===== config.mk =====
export PLATFORM = sky130hd
export DESIGN_NAME = pxsel_top
export DESIGN_NICKNAME = d
export VERILOG_FILES = /design/src/rtl/pxsel_pkg.sv /design/src/rtl/pxsel_classify.sv /design/src/rtl/pxsel_stage.sv /design/src/rtl/pxsel_outmux.sv /design/src/rtl/pxsel_top.sv
export SDC_FILE = /design/constraint.sdc
export NUM_CORES = 1
export LEC_CHECK = 0
export BUFFER_PORTS_ARGS = -buffer_cell sky130_fd_sc_hd__buf_2
export CAP_MARGIN = 10
export CORE_UTILIZATION = 43
export CTS_CLUSTER_DIAMETER = 30
export DETAILED_ROUTE_END_ITERATION = 7
export GPL_TIMING_DRIVEN = 0
export PLACE_DENSITY = 0.91
export SYNTH_ARGS = -nofsm -noshare
export SYNTH_HDL_FRONTEND = slang
export SYNTH_HIERARCHICAL = 1
export SYNTH_SLANG_ARGS = --single-unit
export TNS_END_PERCENT = 10

===== constraint.sdc =====
create_clock -name clk -period 2.15 [get_ports clk]
set_input_delay 0.1075 -clock clk [delete_from_list [all_inputs] [get_ports clk]]
set_output_delay 0.1075 -clock clk [all_outputs]
set_load 0.005 [all_outputs]

===== src/rtl/pxsel_pkg.sv =====
package pxsel_pkg;
    localparam int unsigned COLOR_W = 24;
    localparam int unsigned TAG_W   = 8;

    typedef logic [COLOR_W-1:0] rgb_t;

    typedef enum logic {
        ST_EMPTY = 1'b0,
        ST_FULL  = 1'b1
    } stage_state_t;

    typedef struct packed {
        logic use_direct;
        rgb_t direct_rgb;
    } stage_payload_t;
endpackage


===== src/rtl/pxsel_classify.sv =====
module pxsel_classify
    import pxsel_pkg::*;
#(
    parameter int unsigned WORD_W      = 32,
    parameter bit          HAS_DIRECT  = 1'b1,
    parameter logic [7:0]  DIRECT_CODE = 8'h03
) (
    input  logic [WORD_W-1:0] ctrl_word,
    input  logic [WORD_W-1:0] direct_word,
    output stage_payload_t    payload
);
    localparam int unsigned TAG_LSB = WORD_W - TAG_W;

    generate
        if (HAS_DIRECT) begin : g_direct
            logic [TAG_W-1:0] tag;
            always_comb begin
                tag                = ctrl_word[WORD_W-1:TAG_LSB];
                payload.use_direct = (tag == DIRECT_CODE);
                // top byte of the direct word is discarded here
                payload.direct_rgb = direct_word[COLOR_W-1:0];
            end
        end else begin : g_index_only
            always_comb begin
                payload.use_direct = 1'b0;
                payload.direct_rgb = '0;
            end
        end
    endgenerate
endmodule


===== src/rtl/pxsel_stage.sv =====
module pxsel_stage
    import pxsel_pkg::*;
(
    input  logic           clk,
    input  logic           rst_n,
    input  logic           in_valid,
    output logic           in_ready,
    input  stage_payload_t in_payload,
    output logic           load,
    output logic           out_valid,
    input  logic           out_ready,
    output stage_payload_t out_payload
);
    stage_state_t   state_q, state_d;
    stage_payload_t payload_q;

    always_ff @(posedge clk) begin
        if (!rst_n) begin
            state_q <= ST_EMPTY;
        end else begin
            state_q <= state_d;
        end
    end

    always_comb begin
        state_d = state_q;
        unique case (state_q)
            ST_EMPTY: if (in_valid) state_d = ST_FULL;             // LOAD
            ST_FULL:  if (out_ready && !in_valid) state_d = ST_EMPTY; // DRAIN
            default:  state_d = ST_EMPTY;
        endcase
    end

    always_comb begin
        unique case (state_q)
            ST_EMPTY: begin
                in_ready  = 1'b1;
                out_valid = 1'b0;
            end
            ST_FULL: begin
                in_ready  = out_ready;
                out_valid = 1'b1;
            end
            default: begin
                in_ready  = 1'b0;
                out_valid = 1'b0;
            end
        endcase
        load = in_valid && in_ready;
    end

    always_ff @(posedge clk) begin
        if (!rst_n) begin
            payload_q <= '0;
        end else if (load) begin
            payload_q <= in_payload;
        end
    end

    assign out_payload = payload_q;

    // an accepted pixel is on the output after the edge
    assert_accept_shows_R5: assert property (@(posedge clk) disable iff (!rst_n)
        (in_valid && in_ready) |=> out_valid);

    // a leaving pixel with no replacement empties the stage
    assert_drain_empties_R7: assert property (@(posedge clk) disable iff (!rst_n)
        (out_valid && out_ready && !in_valid) |=> !out_valid);

    // a stalled stage keeps its pixel and refuses input
    assert_stall_blocks_R6: assert property (@(posedge clk) disable iff (!rst_n)
        (out_valid && !out_ready) |=> (out_valid && $stable(payload_q)));
endmodule


===== src/rtl/pxsel_outmux.sv =====
module pxsel_outmux
    import pxsel_pkg::*;
#(
    parameter bit HAS_DIRECT = 1'b1
) (
    input  stage_payload_t held,
    input  rgb_t           pal_data,
    output rgb_t           rgb
);
    generate
        if (HAS_DIRECT) begin : g_sel
            assign rgb = held.use_direct ? held.direct_rgb : pal_data;
        end else begin : g_pal
            assign rgb = pal_data;
        end
    endgenerate
endmodule


===== src/rtl/pxsel_top.sv =====
module pxsel_top
    import pxsel_pkg::*;
#(
    parameter int unsigned IDX_W       = 8,
    parameter int unsigned WORD_W      = 32,
    parameter bit          HAS_DIRECT  = 1'b1,
    parameter logic [7:0]  DIRECT_CODE = 8'h03
) (
    input  logic                clk,
    input  logic                rst_n,
    input  logic                in_valid,
    output logic                in_ready,
    input  logic [IDX_W-1:0]    in_index,
    input  logic [WORD_W-1:0]   in_direct,
    input  logic [WORD_W-1:0]   in_ctrl,
    output logic                pal_rd_en,
    output logic [IDX_W-1:0]    pal_rd_addr,
    input  logic [COLOR_W-1:0]  pal_rd_data,
    output logic                out_valid,
    input  logic                out_ready,
    output logic [COLOR_W-1:0]  out_rgb
);
    stage_payload_t cls_payload;
    stage_payload_t held_payload;
    logic           load;

    pxsel_classify #(
        .WORD_W      (WORD_W),
        .HAS_DIRECT  (HAS_DIRECT),
        .DIRECT_CODE (DIRECT_CODE)
    ) classify_i (
        .ctrl_word   (in_ctrl),
        .direct_word (in_direct),
        .payload     (cls_payload)
    );

    pxsel_stage stage_i (
        .clk         (clk),
        .rst_n       (rst_n),
        .in_valid    (in_valid),
        .in_ready    (in_ready),
        .in_payload  (cls_payload),
        .load        (load),
        .out_valid   (out_valid),
        .out_ready   (out_ready),
        .out_payload (held_payload)
    );

    assign pal_rd_en   = load;
    assign pal_rd_addr = in_index;

    pxsel_outmux #(.HAS_DIRECT(HAS_DIRECT)) outmux_i (
        .held     (held_payload),
        .pal_data (pal_rd_data),
        .rgb      (out_rgb)
    );

    // no lookup may overwrite a stalled pixel's palette colour
    assert_no_lookup_in_stall_R4: assert property (@(posedge clk) disable iff (!rst_n)
        (out_valid && !out_ready) |-> !pal_rd_en);

    // output colour is stable while stalled
    assert_rgb_held_R6: assert property (@(posedge clk) disable iff (!rst_n)
        (out_valid && !out_ready) |=> $stable(out_rgb));

    generate
        if (!HAS_DIRECT) begin : g_chk_idx
            // index-only build never holds a direct-selected pixel
            assert_index_only_R9: assert property (@(posedge clk) disable iff (!rst_n)
                out_valid |-> !held_payload.use_direct);
        end
    endgenerate
endmodule


==> impl_results.md <==
- Status: completed
- Vias in the first global route: about 1200
- Synth Instances: 176
- Placed Instances: 293
- Number of port buffers: 69
- Final Hold Viols: 0
- DIE HEIGHT: 65.6 um
- Synth Area in Compound Gates: 0.00432
- Reg2reg end: stage_i/out_payload[6]$_SDFFE_PN0P_
- Remaining global-route overflow: 0
- Worst-case reg-to-reg path depth: 5
- Post-CTS Setup Inserts: 0
- Initial Util: 0.461
- Most Crowded Layer GR: met2
- GR Layer Usage met1: 0.172
- Syn Nets: 276
- CTS tree: done
- Data required, critical path: 2.04 ns
- Peak supply drop: 0.231 mV
- Mapped cell area: 0.00174 mm^2
- RSZ-0062 raised after global routing: no
- Share of layout cells above drive strength 1: 0.562
- Setup TNS: 0 ns
- CP Class: reg2out
- Worst Hold Path EP: stage_i/out_payload[2]$_SDFFE_PN0P_
- Worst-path clk slew: 0.08 ns
- Final Skew: 0.000782 ns
- Critical Path Fanout Max: 10
- Clk buf depth: 2
- Seq/Total Area, Yosys: 0.299
- Layout net count: 350
- Synth Warn #: 6
- Hold Startpoint: in_direct[2]
- Commonest non-fill, non-tap cell in the layout: buf_2
- Resize count post-CTS: 0
- Slew HR: 0.676
- Post-Synth Adder-Cell Area: 0
- Worst Hold Class: in2reg
- Synth Area in XOR/XNOR: 0
- Num CTS Buffers: 3
- Std cell rows: 22
- All-Layer GR Usage: 0.156
- Largest family of logic cells by synthesized area: multiplexers
- CTS Hold Buffers Added: 0
- Seq cells post-synth: 26
- Wire per inst: 11.0 um
- Critical R2R Launch: stage_i/state_q$_SDFF_PN0_
- Clock H-tree levels: 1
- Crit path DAT: ~1.4 ns
- Met2 Use GR: 0.300
- Lkg Pwr: 1.12 nW
- Via-per-instance ratio: 4.53
- Syn Area/Cell: 9.87 um^2
- Hold Path Stages: 3
- Flop-to-flop setup slack: roughly 1.0 ns
- Largest net degree at the start of global routing: 15
- Post-DP HPWL: 2620 um
- Final Cycle Share: 0.680
- Multiplexer share of the synthesized area: 0.343
- DR vias: 1345
- Setup crit start kind: flop
- Distinct cells, synth: 16
- Slew of the pin with the lowest slew margin: 0.486 ns
- Residual DRC: 0
- Clock latency at the later pin of the worst-skew pair: between 0.2 and 0.3 ns
- Crit path time final: approximately 1.5 ns
- Max-Cap Viols: 0
- Commonest non-fill, non-tap cells in the layout: 71 x buf_2, 51 x nand2_1, 32 x buf_4
- Inserted Diodes: 0
- Post-route ant nets: 0
- Die footprint: between 0.004 and 0.005 mm^2
- Met3 Use GR: 0.0295
- DIE WIDTH: 65.6 um
- Pwr Density: 491 mW/mm^2
- Post-synthesis simple-gate area fraction: 0.135
- Initial antenna violation count: 0
- Clock sink count: 26
- I/O pin count: 135
- Non-filler instance count after layout: 297
- Root Driver: clkbuf_8
- Area growth syn-to-layout: 26.5%
- CP endpoint kind: output port
- First-pass DRT Iterations: 3
- Placeable Area: 0.00377 mm^2
- First-pass GRT wire length: a little over 5000 um
- # setup viols final: 0
- Iter 0 DRT Violations: 45
- Fin. max-slew vios: 0
- Max Fclk: 684 MHz
- Routability congestion estimate: about 0.65
- Total Routed Length: 3270 um
[metrics by stage]
stage	worst slack (ns)	hold WS, ns	util	area (um^2)	total power (W)
after floorplan	1.07	0.246	-	1740	0.000705
after global placement	0.943	0.365	0.568	2140	0.000781
after detailed placement	0.927	0.370	0.568	2140	0.000788
after CTS	0.677	0.0799	0.583	2200	0.00110
after global routing	0.626	0.0827	0.583	2200	0.00114
final	0.689	0.0901	0.583	2200	0.00108
[logic make-up after synthesis]
| logic type | count (synthesis) |
|---|---|
| AND/OR/NAND/NOR | 55 |
| multiplexers | 49 |
| buffers and inverters | 45 |
| flip-flops | 26 |
| AO/OA/AOI/OAI | 1 |
[flip-flops by register name, indices dropped and copies added, names as in the netlist]
name	count
stage_i/out_payload	25
stage_i/state_q	1
[metal layers]
layer	up-vias	routed length [um]
met2	64	1630
met3	2	248
met4	0	12
met5	-	0
li1	690	-
met1	589	1390
[power breakdown]
part           internal (W)  switching [W]
Combinational      0.000158      0.0000879
Sequential         0.000512      0.0000160
Clock              0.000163       0.000143
[critical path, cell delays in order, from the launching register on]
cell,delay [ns]
dfxtp_1,0.36
buf_6,0.15
buf_12,0.15
mux2_4,0.30
buf_2,0.13
[worst max path at each step]
| stage | start | end | slack, ns | cells past startpoint |
|---|---|---|---|---|
| floorplan | stage_i/state_q$_SDFF_PN0_ | stage_i/out_payload[10]$_SDFFE_PN0P_ | 1.07 | 5 |
| global placement | in_ctrl[31] | stage_i/out_payload[24]$_SDFFE_PN0P_ | 0.94 | 5 |
| detailed placement | in_ctrl[31] | stage_i/out_payload[24]$_SDFFE_PN0P_ | 0.93 | 5 |
| CTS | stage_i/out_payload[24]$_SDFFE_PN0P_ | out_rgb[22] | 0.68 | 4 |
| global route | stage_i/out_payload[24]$_SDFFE_PN0P_ | out_rgb[16] | 0.63 | 4 |
| finish | stage_i/out_payload[24]$_SDFFE_PN0P_ | out_rgb[17] | 0.69 | 4 |
[final cells by class]
type,instances,area [um^2]
Fill cell,337,1570
Multi-Input combinational cell,105,837
Sequential cell,26,520
Buffer,44,377
Timing Repair Buffer,69,345
Tap cell,48,60.1
Clock buffer,4,55.1
Inverter,1,3.75
[synth_stat cells (all sizes together)]
| library cell | instances | share of area |
|---|---|---|
| or4 | 1 | 0.0043 |
| dfxtp | 26 | 0.30 |
| mux2 | 24 | 0.20 |
| nand2 | 51 | 0.11 |
| a21boi | 1 | 0.0043 |
| and2 | 1 | 0.0050 |
| nand2b | 1 | 0.0079 |
| clkbuf | 4 | 0.0086 |
| inv | 1 | 0.0022 |
| nor4 | 1 | 0.0072 |
| buf | 40 | 0.21 |
| mux2i | 25 | 0.14 |
(Power assumes the default switching activity.)
